$ cat config.mk
export PLATFORM = sky130hd
export DESIGN_NAME = fp_nmadd_unit
export DESIGN_NICKNAME = d
export VERILOG_FILES = /design/src/rtl/fnm_pkg.sv /design/src/rtl/fnm_round.sv /design/src/rtl/fnm_mul_lane.sv /design/src/rtl/fnm_add_lane.sv /design/src/rtl/fp_nmadd_unit.sv
export SDC_FILE = /design/constraint.sdc
export NUM_CORES = 2
export LEC_CHECK = 0
export BUFFER_PORTS_ARGS = -buffer_cell sky130_fd_sc_hd__buf_2
export CAP_MARGIN = 20
export CORE_MARGIN = 2
export CORE_UTILIZATION = 25
export DETAILED_ROUTE_END_ITERATION = 8
export GPL_TIMING_DRIVEN = 1
export HOLD_SLACK_MARGIN = 0.08
export PLACE_DENSITY = 0.44
export SKIP_LAST_GASP = 1
export SYNTH_ARGS = -nofsm -noshare
export SYNTH_HDL_FRONTEND = slang
export SYNTH_SLANG_ARGS = --single-unit
$ cat constraint.sdc
create_clock -name clk -period 29.2 [get_ports clk]
set_clock_uncertainty 0.05 [all_clocks]
set_input_delay 5.84 -clock clk [delete_from_list [all_inputs] [get_ports clk]]
set_output_delay 5.84 -clock clk [all_outputs]
set_load 0.02 [all_outputs]
$ cat src/rtl/fnm_pkg.sv
package fnm_pkg;
    localparam int EXP_W  = 8;
    localparam int MAN_W  = 23;
    localparam int WORD_W = 1 + EXP_W + MAN_W;
    localparam int SIG_W  = MAN_W + 1;
    localparam int EXT_W  = SIG_W + 3;
    localparam int CAUSE_W = 5;
    localparam int C_INX = 0;
    localparam int C_UNF = 1;
    localparam int C_OVF = 2;
    localparam int C_INV = 3;
    localparam int C_UNI = 4;
    localparam logic [WORD_W-1:0] QNAN = 32'h7FC0_0000;
    localparam logic [EXP_W-1:0] EXP_MAX = '1;

    typedef enum logic [1:0] {
        RM_NE = 2'd0,
        RM_TZ = 2'd1,
        RM_UP = 2'd2,
        RM_DN = 2'd3
    } rmode_e;

    function automatic logic [4:0] lead_zeros(input logic [EXT_W-1:0] v);
        logic [4:0] n;
        logic hit;
        n = 5'd0;
        hit = 1'b0;
        for (int i = EXT_W - 1; i >= 0; i--) begin
            if (!hit) begin
                if (v[i]) hit = 1'b1;
                else n = n + 5'd1;
            end
        end
        return n;
    endfunction
endpackage

$ cat src/rtl/fnm_round.sv
module fnm_round
    import fnm_pkg::*;
(
    input  logic                    sgn_i,
    input  logic signed [9:0]       exp_i,
    input  logic [SIG_W-1:0]        sig_i,
    input  logic                    grd_i,
    input  logic                    stk_i,
    input  rmode_e                  rm_i,
    output logic [WORD_W-1:0]       word_o,
    output logic [CAUSE_W-1:0]      cause_o
);
    logic              inx_w;
    logic              inc_w;
    logic              big_w;
    logic [SIG_W:0]    sum_w;
    logic [SIG_W-1:0]  sig_r;
    logic signed [9:0] exp_r;

    always_comb begin
        inx_w = grd_i | stk_i;
        unique case (rm_i)
            RM_NE:   inc_w = grd_i & (stk_i | sig_i[0]);
            RM_TZ:   inc_w = 1'b0;
            RM_UP:   inc_w = ~sgn_i & inx_w;
            default: inc_w = sgn_i & inx_w;
        endcase
        sum_w = {1'b0, sig_i} + {{SIG_W{1'b0}}, inc_w};
        if (sum_w[SIG_W]) begin
            sig_r = sum_w[SIG_W:1];
            exp_r = exp_i + 10'sd1;
        end else begin
            sig_r = sum_w[SIG_W-1:0];
            exp_r = exp_i;
        end
        big_w = (rm_i == RM_NE) || (rm_i == RM_UP && !sgn_i) || (rm_i == RM_DN && sgn_i);
        cause_o = '0;
        if (exp_i <= 10'sd0) begin
            word_o = {sgn_i, {(WORD_W-1){1'b0}}};
            cause_o[C_UNI] = 1'b1;
            cause_o[C_UNF] = 1'b1;
        end else if (exp_r >= 10'sd255) begin
            word_o = big_w ? {sgn_i, EXP_MAX, {MAN_W{1'b0}}}
                           : {sgn_i, EXP_MAX - 8'd1, {MAN_W{1'b1}}};
            cause_o[C_OVF] = 1'b1;
            cause_o[C_INX] = 1'b1;
        end else begin
            word_o = {sgn_i, exp_r[EXP_W-1:0], sig_r[MAN_W-1:0]};
            cause_o[C_INX] = inx_w;
        end
    end
endmodule

$ cat src/rtl/fnm_mul_lane.sv
module fnm_mul_lane
    import fnm_pkg::*;
(
    input  logic [WORD_W-1:0]  a_i,
    input  logic [WORD_W-1:0]  b_i,
    input  rmode_e             rm_i,
    output logic [WORD_W-1:0]  prod_o,
    output logic [CAUSE_W-1:0] cause_o,
    output logic               inv_o
);
    localparam int P_W = 2 * SIG_W;

    logic a_zero, b_zero, a_inf, b_inf, a_nan, b_nan, sgn;
    logic [P_W-1:0]   pfull;
    logic signed [9:0] ex0, ex1;
    logic [SIG_W-1:0] sig;
    logic grd, stk;
    logic [WORD_W-1:0]  rw;
    logic [CAUSE_W-1:0] rc;

    always_comb begin
        a_zero = a_i[30:23] == '0;
        b_zero = b_i[30:23] == '0;
        a_inf  = a_i[30:23] == EXP_MAX && a_i[22:0] == '0;
        b_inf  = b_i[30:23] == EXP_MAX && b_i[22:0] == '0;
        a_nan  = a_i[30:23] == EXP_MAX && a_i[22:0] != '0;
        b_nan  = b_i[30:23] == EXP_MAX && b_i[22:0] != '0;
        sgn    = a_i[31] ^ b_i[31];
        pfull  = P_W'({1'b1, a_i[22:0]}) * P_W'({1'b1, b_i[22:0]});
        ex0    = $signed({2'b00, a_i[30:23]}) + $signed({2'b00, b_i[30:23]}) - 10'sd127;
        if (pfull[P_W-1]) begin
            sig = pfull[P_W-1 -: SIG_W];
            grd = pfull[P_W-1-SIG_W];
            stk = |pfull[P_W-2-SIG_W:0];
            ex1 = ex0 + 10'sd1;
        end else begin
            sig = pfull[P_W-2 -: SIG_W];
            grd = pfull[P_W-2-SIG_W];
            stk = |pfull[P_W-3-SIG_W:0];
            ex1 = ex0;
        end
    end

    fnm_round u_rnd (
        .sgn_i  (sgn),
        .exp_i  (ex1),
        .sig_i  (sig),
        .grd_i  (grd),
        .stk_i  (stk),
        .rm_i   (rm_i),
        .word_o (rw),
        .cause_o(rc)
    );

    always_comb begin
        inv_o   = 1'b0;
        cause_o = '0;
        if (a_nan || b_nan || (a_inf && b_zero) || (b_inf && a_zero)) begin
            inv_o  = 1'b1;
            prod_o = QNAN;
        end else if (a_inf || b_inf) begin
            prod_o = {sgn, EXP_MAX, {MAN_W{1'b0}}};
        end else if (a_zero || b_zero) begin
            prod_o = {sgn, {(WORD_W-1){1'b0}}};
        end else begin
            prod_o  = rw;
            cause_o = rc;
        end
    end
endmodule

$ cat src/rtl/fnm_add_lane.sv
module fnm_add_lane
    import fnm_pkg::*;
(
    input  logic [WORD_W-1:0]  x_i,
    input  logic [WORD_W-1:0]  c_i,
    input  logic               mul_inv_i,
    input  rmode_e             rm_i,
    output logic [WORD_W-1:0]  res_o,
    output logic [CAUSE_W-1:0] cause_o
);
    logic x_zero, c_zero, x_inf, c_inf, c_nan, x_big, eff_sub, zs;
    logic [WORD_W-1:0]  bw, sw;
    logic [EXP_W-1:0]   d;
    logic [EXT_W-1:0]   big_f, small_f, sm, mask, diff, norm;
    logic [EXT_W:0]     sum_f;
    logic [4:0]         lz;
    logic signed [9:0]  nexp;
    logic [WORD_W-1:0]  rw;
    logic [CAUSE_W-1:0] rc;

    always_comb begin
        x_zero  = x_i[30:23] == '0;
        c_zero  = c_i[30:23] == '0;
        x_inf   = x_i[30:23] == EXP_MAX;
        c_inf   = c_i[30:23] == EXP_MAX && c_i[22:0] == '0;
        c_nan   = c_i[30:23] == EXP_MAX && c_i[22:0] != '0;
        x_big   = x_i[30:0] >= c_i[30:0];
        bw      = x_big ? x_i : c_i;
        sw      = x_big ? c_i : x_i;
        eff_sub = x_i[31] ^ c_i[31];
        d       = bw[30:23] - sw[30:23];
        big_f   = {1'b1, bw[22:0], 3'b000};
        small_f = {1'b1, sw[22:0], 3'b000};
        mask    = '0;
        if (d >= 8'd27) begin
            sm = {{(EXT_W-1){1'b0}}, 1'b1};
        end else begin
            mask = (EXT_W'(1) << d) - EXT_W'(1);
            sm   = (small_f >> d) | {{(EXT_W-1){1'b0}}, |(small_f & mask)};
        end
        sum_f = {1'b0, big_f} + {1'b0, sm};
        diff  = big_f - sm;
        lz    = lead_zeros(diff);
        if (eff_sub) begin
            norm = diff << lz;
            nexp = $signed({2'b00, bw[30:23]}) - $signed({5'd0, lz});
        end else if (sum_f[EXT_W]) begin
            norm = {sum_f[EXT_W:2], sum_f[1] | sum_f[0]};
            nexp = $signed({2'b00, bw[30:23]}) + 10'sd1;
        end else begin
            norm = sum_f[EXT_W-1:0];
            nexp = $signed({2'b00, bw[30:23]});
        end
        zs = (rm_i == RM_DN);
    end

    fnm_round u_rnd (
        .sgn_i  (bw[31]),
        .exp_i  (nexp),
        .sig_i  (norm[EXT_W-1 -: SIG_W]),
        .grd_i  (norm[2]),
        .stk_i  (|norm[1:0]),
        .rm_i   (rm_i),
        .word_o (rw),
        .cause_o(rc)
    );

    always_comb begin
        cause_o = '0;
        if (mul_inv_i || c_nan || (x_inf && c_inf && eff_sub)) begin
            res_o = QNAN;
            cause_o[C_INV] = 1'b1;
        end else if (x_inf) begin
            res_o = {~x_i[31], x_i[30:0]};
        end else if (c_inf) begin
            res_o = {~c_i[31], c_i[30:0]};
        end else if (x_zero && c_zero) begin
            res_o = {~(eff_sub ? zs : x_i[31]), {(WORD_W-1){1'b0}}};
        end else if (x_zero) begin
            res_o = {~c_i[31], c_i[30:0]};
        end else if (c_zero) begin
            res_o = {~x_i[31], x_i[30:0]};
        end else if (eff_sub && diff == '0) begin
            res_o = {~zs, {(WORD_W-1){1'b0}}};
        end else begin
            res_o   = {~rw[31], rw[30:0]};
            cause_o = rc;
        end
    end
endmodule

$ cat src/rtl/fp_nmadd_unit.sv
module fp_nmadd_unit
    import fnm_pkg::*;
#(
    parameter int LANES = 2
) (
    input  logic                    clk,
    input  logic                    rst_n,
    input  logic                    start_i,
    input  logic                    pair_i,
    input  logic [1:0]              rm_i,
    input  logic [CAUSE_W-1:0]      trap_en_i,
    input  logic [LANES*WORD_W-1:0] fs_i,
    input  logic [LANES*WORD_W-1:0] ft_i,
    input  logic [LANES*WORD_W-1:0] fr_i,
    output logic [LANES*WORD_W-1:0] result_o,
    output logic                    done_o,
    output logic [CAUSE_W-1:0]      cause_o,
    output logic                    trap_o,
    output logic [CAUSE_W-1:0]      flags_o
);
    localparam int W = LANES * WORD_W;

    typedef struct packed {
        logic                            s1_vld;
        logic                            s1_pair;
        rmode_e                          s1_rm;
        logic [CAUSE_W-1:0]              s1_en;
        logic [LANES-1:0][WORD_W-1:0]    s1_prod;
        logic [LANES-1:0][CAUSE_W-1:0]   s1_mc;
        logic [LANES-1:0]                s1_minv;
        logic [LANES-1:0][WORD_W-1:0]    s1_c;
        logic                            done;
        logic [W-1:0]                    res;
        logic [CAUSE_W-1:0]              cause;
        logic                            trap;
        logic [CAUSE_W-1:0]              flags;
    } state_t;

    state_t st_q, st_d;

    logic [LANES-1:0][WORD_W-1:0]  prod_w;
    logic [LANES-1:0][CAUSE_W-1:0] mc_w;
    logic [LANES-1:0]              minv_w;
    logic [LANES-1:0][WORD_W-1:0]  sum_w;
    logic [LANES-1:0][CAUSE_W-1:0] ac_w;

    for (genvar g = 0; g < LANES; g++) begin : g_lane
        fnm_mul_lane u_mul (
            .a_i    (fs_i[g*WORD_W +: WORD_W]),
            .b_i    (ft_i[g*WORD_W +: WORD_W]),
            .rm_i   (rmode_e'(rm_i)),
            .prod_o (prod_w[g]),
            .cause_o(mc_w[g]),
            .inv_o  (minv_w[g])
        );
        fnm_add_lane u_add (
            .x_i      (st_q.s1_prod[g]),
            .c_i      (st_q.s1_c[g]),
            .mul_inv_i(st_q.s1_minv[g]),
            .rm_i     (st_q.s1_rm),
            .res_o    (sum_w[g]),
            .cause_o  (ac_w[g])
        );
    end

    always_comb begin
        logic [CAUSE_W-1:0] merged;
        st_d   = st_q;
        merged = '0;
        st_d.s1_vld = start_i;
        if (start_i) begin
            st_d.s1_pair = pair_i;
            st_d.s1_rm   = rmode_e'(rm_i);
            st_d.s1_en   = trap_en_i;
            st_d.s1_prod = prod_w;
            st_d.s1_mc   = mc_w;
            st_d.s1_minv = minv_w;
            for (int g = 0; g < LANES; g++) st_d.s1_c[g] = fr_i[g*WORD_W +: WORD_W];
        end
        st_d.done = st_q.s1_vld;
        st_d.trap = 1'b0;
        if (st_q.s1_vld) begin
            for (int g = 0; g < LANES; g++) begin
                if (g == 0 || st_q.s1_pair) begin
                    merged = merged | ac_w[g] | st_q.s1_mc[g];
                    st_d.res[g*WORD_W +: WORD_W] = sum_w[g];
                end else begin
                    st_d.res[g*WORD_W +: WORD_W] = '0;
                end
            end
            st_d.cause = merged;
            st_d.trap  = |(merged & st_q.s1_en);
            if (!st_d.trap) st_d.flags = st_q.flags | merged;
        end
    end

    always_ff @(posedge clk) begin
        if (!rst_n) st_q <= '0;
        else        st_q <= st_d;
    end

    assign result_o = st_q.res;
    assign done_o   = st_q.done;
    assign cause_o  = st_q.cause;
    assign trap_o   = st_q.trap;
    assign flags_o  = st_q.flags;


    done_latency_chk: assert property (@(posedge clk) disable iff (!rst_n)
        start_i |-> ##2 done_o);


    trap_with_done_chk: assert property (@(posedge clk) disable iff (!rst_n)
        trap_o |-> done_o);


    trap_keeps_flags_chk: assert property (@(posedge clk) disable iff (!rst_n)
        trap_o |-> $stable(flags_o));


    flags_sticky_chk: assert property (@(posedge clk) disable iff (!rst_n)
        (flags_o & $past(flags_o)) == $past(flags_o));


    nan_invalid_chk: assert property (@(posedge clk) disable iff (!rst_n)
        (done_o && result_o[WORD_W-1:0] == QNAN) |-> cause_o[C_INV]);


    ovf_inexact_chk: assert property (@(posedge clk) disable iff (!rst_n)
        (done_o && cause_o[C_OVF]) |-> cause_o[C_INX]);


    single_upper_zero_chk: assert property (@(posedge clk) disable iff (!rst_n)
        (start_i && !pair_i) |-> ##2 (result_o[W-1:WORD_W] == '0));
endmodule

Word level (Yosys, flattened, before mapping). Cells that the tools add are included.

Register bits after elaboration: 225. Bits of input ports: 203. Output and inout port bits: 76. Logic and storage cells: 596.

$add $sub $neg: 78. Multipliers: 2. $lt $le $gt $ge: 12. Equality and inequality tests: 14. Shift operators: 6. Multiplexer cells: 326. Bitwise operators: 49. Reduce and logical (&&, ||, !) cells: 93.

Operator list (count): 5-bit two-way mux (125); 32-bit two-way mux (19); 31-bit two-way mux (14); 5-bit by 1-bit adder with 5-bit output (second input constant) (50); 27-bit two-way mux (6); 24-bit two-way mux (6); 23-bit logical NOT (6); 23-bit nonzero test (6); 1-bit two-way mux (136); 24-bit by 1-bit adder with 25-bit output (4); 10-bit two-way mux (10); 24-bit by 24-bit multiplier with 48-bit output (2); 23-bit two-way mux (4); 8-bit equality test (second input constant) (8); 8-bit logical NOT (8); 31-bit greater-or-equal comparator (2); 10-bit by 2-bit adder with 10-bit output (second input constant) (6); 27-bit by 27-bit adder with 28-bit output (2); 27-bit bitwise AND (2); 27-bit logical NOT (2); 27-bit by 1-bit OR with 27-bit output (2); 27-bit OR reduction (2); 1-bit by 8-bit left shift with 27-bit output (first input constant) (2); 27-bit by 5-bit left shift with 27-bit output (2); other kinds (31) (154).

Longest topological paths before layout.
Word-level depth: 117. Depth in mapped cells: 155. Mapped depth without buffers: 145.

Cells and area by module. Synthesis repeated with hierarchy kept, for this count alone.

Cell total of the unflattened synthesis: 10846. Area, all modules: 83032.1 µm².

By module, submodules not included: fnm_mul_lane (g_lane[0].u_mul) (instances 1, cells an instance 2382, area an instance 20338.3 µm², sequential area each 0.0 µm²); fnm_mul_lane (g_lane[1].u_mul) (instances 1, cells an instance 2390, area an instance 20327.0 µm², sequential area each 0.0 µm²); fnm_add_lane (g_lane[1].u_add) (instances 1, cells an instance 2191, area an instance 13758.2 µm², sequential area each 0.0 µm²); fnm_add_lane (g_lane[0].u_add) (instances 1, cells an instance 2188, area an instance 13744.4 µm², sequential area each 0.0 µm²); fp_nmadd_unit (instances 1, cells an instance 854, area an instance 9087.5 µm², sequential area each 4504.3 µm²); fnm_round (g_lane[0].u_add.u_rnd ...) (instances 3, cells an instance 211, area an instance 1487.7 µm², sequential area each 0.0 µm²); fnm_round (g_lane[1].u_mul.u_rnd) (instances 1, cells an instance 208, area an instance 1313.8 µm², sequential area each 0.0 µm²).

Worst setup path after synthesis. Ideal clock, no wire load.

Kind: register to register. Start point: register st_q[136] in the netlist's numbering. End point: register st_q, in the netlist trap_o. Library setup time: 115 ps. Arrival: 26831 ps. Data required time: 29035 ps. Path slack: 2204 ps. Stages on the path, launching flop included: 148. Path buffers: 8. Clock period less this slack: 26996 ps. Cell sequence: dfxtp_1 clkbuf_1 inv_1 ha_1 buf_2 nand4_2 nor4_2 o21ai_2 a211oi_1 nor2_1 ha_1 and2_1 o21ai_0 inv_1 o21ai_0 a21oi_1 or4_4 a211oi_2 (+112 left out) a21oi_1 nor2b_1 o41ai_1 ha_1 ha_1 nand2_1 a21oi_1 o21a_1 nand3b_4 nor4_4 nand3_1 xor2_1 a22o_4 buf_6 o21bai_1 a221o_1 a22o_1 o21a_1.

Cells in the longest elaborated chain, start to end: 113. Elaborated cells on any way between the ends: 196. Classes of those cells: add/sub (34); order compare (4); eq/ne (1); shift (3); mux (129); bitwise (12); reduce/logical (13).

RTL lines: start: declaration (RTL line fp_nmadd_unit.sv:39) `state_t st_q, st_d;`; start signal: assignment (RTL line fp_nmadd_unit.sv:99) `else st_q <= st_d;`; 31-bit greater-or-equal comparator (RTL line fnm_add_lane.sv:27) `x_big = x_i[30:0] >= c_i[30:0];`; 32-bit two-way mux / 31-bit two-way mux (equally long branches) (RTL line fnm_add_lane.sv:28, fnm_add_lane.sv:29); 8-bit subtractor (RTL line fnm_add_lane.sv:31) `d = bw[30:23] - sw[30:23];`; 1-bit by 8-bit left shift with 27-bit output (RTL line fnm_add_lane.sv:38) `mask = (EXT_W'(1) << d) - EXT_W'(1);`; 27-bit by 2-bit subtractor with 27-bit output (RTL line fnm_add_lane.sv:38); 27-bit bitwise AND (RTL line fnm_add_lane.sv:39) `sm = (small_f >> d) | {{(EXT_W-1){1'b0}}, |(small_f & mask)};`; 27-bit OR reduction (RTL line fnm_add_lane.sv:39); 27-bit by 1-bit OR with 27-bit output (RTL line fnm_add_lane.sv:39); (+96 left out); 5-bit two-way mux (RTL line fnm_add_lane.sv:75) `end else if (c_inf) begin`; 5-bit two-way mux (RTL line fnm_add_lane.sv:73) `end else if (x_inf) begin`; 3-bit two-way mux (RTL line fnm_add_lane.sv:70) `if (mul_inv_i || c_nan || (x_inf && c_inf && eff_sub)) begin`; 5-bit OR * (2 in series) (RTL line fp_nmadd_unit.sv:85) `merged = merged | ac_w[g] | st_q.s1_mc[g];`; 5-bit two-way mux * (RTL line fp_nmadd_unit.sv:84) `if (g == 0 || st_q.s1_pair) begin`; 5-bit two-way mux * (RTL line fp_nmadd_unit.sv:82) `if (st_q.s1_vld) begin`; 5-bit bitwise AND * (RTL line fp_nmadd_unit.sv:92) `st_d.trap = |(merged & st_q.s1_en);`; 5-bit OR reduction * (RTL line fp_nmadd_unit.sv:92).

Mark *: on every way between the ends. The rest lies on a longest branch, timed or not. The select of a mux whose other input is x is not followed. A chain may end at the register's enable or synchronous reset.

Worst setup path after layout.
Start point: register st_q[128] in the netlist's numbering. End point: register st_q, in the netlist flags_o[3].

Cells in the longest elaborated chain, start to end: 115. Elaborated cells on any way between the ends: 198. Classes of those cells: add/sub (34); order compare (4); shift (3); mux (129); bitwise (14); reduce/logical (14).

RTL lines (RTL line): 31-bit greater-or-equal comparator (fnm_add_lane.sv:27); 32-bit two-way mux / 31-bit two-way mux (equally long branches) (fnm_add_lane.sv:28, fnm_add_lane.sv:29); 8-bit subtractor (fnm_add_lane.sv:31); 1-bit by 8-bit left shift with 27-bit output (fnm_add_lane.sv:38); 27-bit by 2-bit subtractor with 27-bit output (fnm_add_lane.sv:38); 27-bit bitwise AND (fnm_add_lane.sv:39); 27-bit OR reduction (fnm_add_lane.sv:39); 27-bit by 1-bit OR with 27-bit output (fnm_add_lane.sv:39); (+98 left out); 3-bit two-way mux (fnm_add_lane.sv:70); 5-bit OR * (2 in series) (fp_nmadd_unit.sv:85); 5-bit two-way mux * (fp_nmadd_unit.sv:84); 5-bit two-way mux * (fp_nmadd_unit.sv:82); 5-bit bitwise AND (fp_nmadd_unit.sv:92); 5-bit OR reduction (fp_nmadd_unit.sv:92); 1-bit inverter (no line); 2-bit AND reduction (no line).

Marked as above.

==> reports/qor.txt <==
STATUS
-------------------------------------------------------------------------------------
Run status                                                               complete, no violations

TIMING
-------------------------------------------------------------------------------------
Count of final max-slew check failures                                              0
Worst-margin pin slew                                                         1.23 ns
Headroom to the max-slew limit                                                  17.0%
Post-route minimum period                                                    27.66 ns
Final worst hold slack                                                       0.407 ns
Final Setup Violations                                                              0
FMAX                                                                         36.2 MHz
Period utilization                                                              94.7%
Number of hold violations in the final report                                       0

YOSYS
-------------------------------------------------------------------------------------
Warnings from Yosys                                                                 0
Asr flop ratio synth                                                               0%
Number of synthesized register bits                                               220
Register area share after synthesis                                             5.49%
Count of cell types in the netlist                                                147
Netlist area before placement                                              80,300 µm²
Leading post-synthesis cells by cell area                                sky130_fd_sc_hd__fa_1, sky130_fd_sc_hd__ha_1, sky130_fd_sc_hd__nand2_1
Post-synth EDFFs                                                                    0
Number of standard cells after synthesis                                       10,600
Area share of the leading cell type in the synthesized netlist                  24.2%
Primary flip-flop cell chosen by synthesis mapping                       sky130_fd_sc_hd__dfxtp_1
Average cell area after synthesis                                            7.59 µm²
Net Count, Synth                                                               12,400
Post-synth top area cell                                                 sky130_fd_sc_hd__fa_1

DIE
-------------------------------------------------------------------------------------
Y dimension of the die                                                         571 µm
I/O pin count                                                                     279
Total die area                                                            326,000 µm²
Die extent in x                                                                571 µm
Initial core utilization                                                        25.1%
Std-Cell Core Area                                                        320,000 µm²
Standard-cell rows                                                                208

ROUTE
-------------------------------------------------------------------------------------
Routed length per instance                                                    22.6 µm
Drt drc                                                                             0
Count of routing violations after the opening detailed-route iteration          6,287
Number of nets with antenna violations after routing                                0
First drt pass iteration count                                                      8
Via count                                                                      75,600
Routed Wire Length                                                         335,000 µm
Via-to-Cell Ratio                                                                5.09

CRITICAL PATH
-------------------------------------------------------------------------------------
Largest fanout of any net on the critical path                                     20
R2r endpoint                                                             flags_o[3]$_SDFFE_PN0P_
Startpoint Class                                                            flip-flop
CP most frequent cell                                                    sky130_fd_sc_hd__ha_1
Combined buffer and inverter count along the critical path                         14
Cell type group with the largest total delay on the critical path        compound AO/OA/AOI/OAI gates
Setup slack on the worst flop-to-flop path                                    1.54 ns
Arrival time at the worst endpoint                                           28.06 ns
Required arrival time at the worst endpoint                                  29.59 ns
Worst Setup End Kind                                                        flip-flop
Maximum cell stage delay along the critical path                              0.56 ns
Reg2reg start                                                            st_q[128]$_SDFFE_PN0P_
Worst reg2reg path depth                                                          140
Crit path kind                                                             reg -> reg
Worst path slowest cell                                                  sky130_fd_sc_hd__or4bb_1

JOB
-------------------------------------------------------------------------------------
Max-cap violations                                                                  0

CLOCKING
-------------------------------------------------------------------------------------
TritonCTS clock tree                                                            built
Clock-pin slew of the registers on the worst-case setup and hold paths        0.07 ns
Root Driver                                                              sky130_fd_sc_hd__clkbuf_16
Worst-Skew Late Latency                                                       0.60 ns
Count of hold-fix buffers inserted at cts                                           0
Longest Clk Path Bufs                                                               3
Number of sinks on the clock net                                                  220
CTS buffer count                                                                   25
H-tree depth                                                                        1

GRT
-------------------------------------------------------------------------------------
All-Layer GR Usage                                                              20.0%
Wire length of the first global-routing pass                               499,000 µm
Grt total ovfl                                                                      0
Antenna violations before repair                                                   27
Pin count of the biggest net entering global routing                               68
Number of global-route vias before repair                                      75,800

PLACE
-------------------------------------------------------------------------------------
Placed wire-length estimate                                                270,000 µm
Instance area after placement                                              86,200 µm²
Count of buffers from port buffering                                              278
GP Congestion                                                                   0.983
Number of placed instances with taps included                                  14,800

MIN PATH
-------------------------------------------------------------------------------------
Type of the most critical hold path                                        reg -> reg
Number of instances on the worst hold path                                          2
End point of the worst hold path                                         result_o[41]$_SDFFE_PN0P_
HP Start                                                                 result_o[41]$_SDFFE_PN0P_

CELLS AND AREA
-------------------------------------------------------------------------------------
Filler instances                                                               35,500
Area growth syn-to-layout                                                       9.66%
# nets final                                                                   12,300
Design area                                                                88,000 µm²
Non-filler cells in the finished layout                                        14,900
Share of post-route cells with drive strength above 1                           9.05%

==> sequential cells by signal, summed over array words and instances (netlist names) <==
signal and count:
flags_o 5, done_o 1, result_o 64, cause_o 4, st_q 144, trap_o 1, st_d 1
==> worst max-delay path by stage <==
stage,startpoint,slack (ns),to,cells after the start
global route,st_q[116]$_SDFFE_PN0P_,-0.05,flags_o[3]$_SDFFE_PN0P_,143
floorplan,st_q[136]$_SDFFE_PN0P_,2.20,trap_o$_SDFF_PN0_,147
detailed placement,st_q[135]$_SDFFE_PN0P_,-0.45,flags_o[3]$_SDFFE_PN0P_,139
CTS,st_q[136]$_SDFFE_PN0P_,0.04,flags_o[3]$_SDFFE_PN0P_,137
global placement,st_q[135]$_SDFFE_PN0P_,-0.54,flags_o[3]$_SDFFE_PN0P_,139
finish,st_q[128]$_SDFFE_PN0P_,1.54,flags_o[3]$_SDFFE_PN0P_,140
==> area by class of cell <==
type	count	area, µm²	share of cell area (%)
Antenna cell	8	20.0	0.0227
Inverter	1403	5280	6.00
Clock inverter	15	295	0.335
Sequential cell	220	4410	5.01
Timing Repair inverter	2	10.0	0.0114
Timing Repair Buffer	544	3460	3.93
Tap cell	4305	5390	6.12
Clock buffer	31	688	0.782
Multi-Input combinational cell	8326	68500	77.8
==> layout by cell type (no fill, tap or decap), types with 41 or more instances in the layout <==
cell type / Yosys / layout
sky130_fd_sc_hd__or3_1: 70 / 69
sky130_fd_sc_hd__a221oi_1: 55 / 55
sky130_fd_sc_hd__buf_4: 86 / 252
sky130_fd_sc_hd__or2_2: 46 / 46
sky130_fd_sc_hd__buf_2: 40 / 278
sky130_fd_sc_hd__dfxtp_1: 220 / 215
sky130_fd_sc_hd__nor3_1: 182 / 176
sky130_fd_sc_hd__a21oi_1: 568 / 555
sky130_fd_sc_hd__a31oi_1: 67 / 65
sky130_fd_sc_hd__nand2b_1: 59 / 59
sky130_fd_sc_hd__nor4_1: 83 / 82
sky130_fd_sc_hd__nand2_1: 1423 / 1420
sky130_fd_sc_hd__mux2_2: 58 / 58
sky130_fd_sc_hd__o21bai_1: 99 / 99
sky130_fd_sc_hd__o31ai_1: 62 / 60
sky130_fd_sc_hd__mux2i_1: 243 / 242
sky130_fd_sc_hd__xnor2_1: 318 / 309
sky130_fd_sc_hd__o21a_1: 44 / 44
sky130_fd_sc_hd__nand3_1: 255 / 253
sky130_fd_sc_hd__o22ai_1: 41 / 41
sky130_fd_sc_hd__nor2_1: 750 / 744
sky130_fd_sc_hd__o21ai_0: 445 / 438
sky130_fd_sc_hd__a211oi_1: 91 / 89
sky130_fd_sc_hd__nand4_1: 98 / 98
sky130_fd_sc_hd__a22o_1: 65 / 65
sky130_fd_sc_hd__and3_1: 72 / 71
sky130_fd_sc_hd__o211ai_1: 81 / 81
sky130_fd_sc_hd__inv_1: 1399 / 1393
sky130_fd_sc_hd__a21o_1: 101 / 101
sky130_fd_sc_hd__fa_1: 970 / 970
sky130_fd_sc_hd__ha_1: 603 / 590
sky130_fd_sc_hd__nor2b_1: 62 / 61
sky130_fd_sc_hd__and2_1: 517 / 517
sky130_fd_sc_hd__xor2_1: 125 / 121
==> synth_stat cells, types with 32 or more instances <==
library cell               number
sky130_fd_sc_hd__and2_1       517
sky130_fd_sc_hd__nand2b_1      59
sky130_fd_sc_hd__a21oi_1      568
sky130_fd_sc_hd__xor2_1       125
sky130_fd_sc_hd__clkbuf_1     455
sky130_fd_sc_hd__a31oi_1       67
sky130_fd_sc_hd__nand4_1       98
sky130_fd_sc_hd__inv_1       1399
sky130_fd_sc_hd__o21ai_0      445
sky130_fd_sc_hd__buf_4         86
sky130_fd_sc_hd__o21bai_1      99
sky130_fd_sc_hd__o22ai_1       41
sky130_fd_sc_hd__nor2b_1       62
sky130_fd_sc_hd__o211ai_1      81
sky130_fd_sc_hd__mux2i_1      243
sky130_fd_sc_hd__mux2_2        58
sky130_fd_sc_hd__nor4_1        83
sky130_fd_sc_hd__dfxtp_1      220
sky130_fd_sc_hd__a211o_1       32
sky130_fd_sc_hd__buf_1         42
sky130_fd_sc_hd__a211oi_1      91
sky130_fd_sc_hd__o31ai_1       62
sky130_fd_sc_hd__nand3_1      255
sky130_fd_sc_hd__nor2_1       750
sky130_fd_sc_hd__a221oi_1      55
sky130_fd_sc_hd__nand2_1     1423
sky130_fd_sc_hd__a21o_1       101
sky130_fd_sc_hd__nor3_1       182
sky130_fd_sc_hd__o21a_1        44
sky130_fd_sc_hd__buf_2         40
sky130_fd_sc_hd__or2_2         46
sky130_fd_sc_hd__ha_1         603
sky130_fd_sc_hd__fa_1         970
sky130_fd_sc_hd__xnor2_1      318
sky130_fd_sc_hd__or3_1         70
sky130_fd_sc_hd__and3_1        72
sky130_fd_sc_hd__a22o_1        65
==> worst min-delay path, cell delays in order (launching register included) <==
cell	delay, ns
sky130_fd_sc_hd__dfxtp_1	0.33
sky130_fd_sc_hd__nand2_1	0.05
sky130_fd_sc_hd__o31ai_1	0.05
==> per-layer routing <==
layer | wire [µm] | track usage, % | up-vias
li1 | - | - | 35300
met1 | 149000 | 26.8 | 37600
met2 | 154000 | 33.2 | 2356
met3 | 17800 | 2.08 | 436
met4 | 14800 | 7.26 | 14
met5 | 93 | 0 | -
==> timing repair <==
action / CTS / global route
resized for setup: 9 / 98
hold endpoints to repair: 0 / 0
pin swaps: 0 / 13
setup buffers: 0 / 31
cloned: 1 / 5
setup endpoints to repair: 37 / 71
==> kinds of logic after synthesis <==
family                   after synthesis  synth area share, %
flip-flops                           220                 5.49
XOR/XNOR                             479                 5.79
buffers and inverters               2031                 10.0
AND/OR/NAND/NOR                     3769                 22.5
AO/OA/AOI/OAI                       2172                 18.1
multiplexers                         321                 4.36
adder cells (fa/ha/maj)             1583                 33.7
==> through the flow <==
step	TNS, ns	utilization, %	worst slack, ns
final	0	27.5	1.54
after global routing	-0.167	27.5	-0.0480
after CTS	0	27.2	0.0351
after detailed placement	-6.07	26.9	-0.455
after global placement	-7.67	26.9	-0.537
after floorplan	0	-	2.20
Power is not shown: default switching activity piles up to over one toggle a cycle in this logic, so the estimate is an artifact.
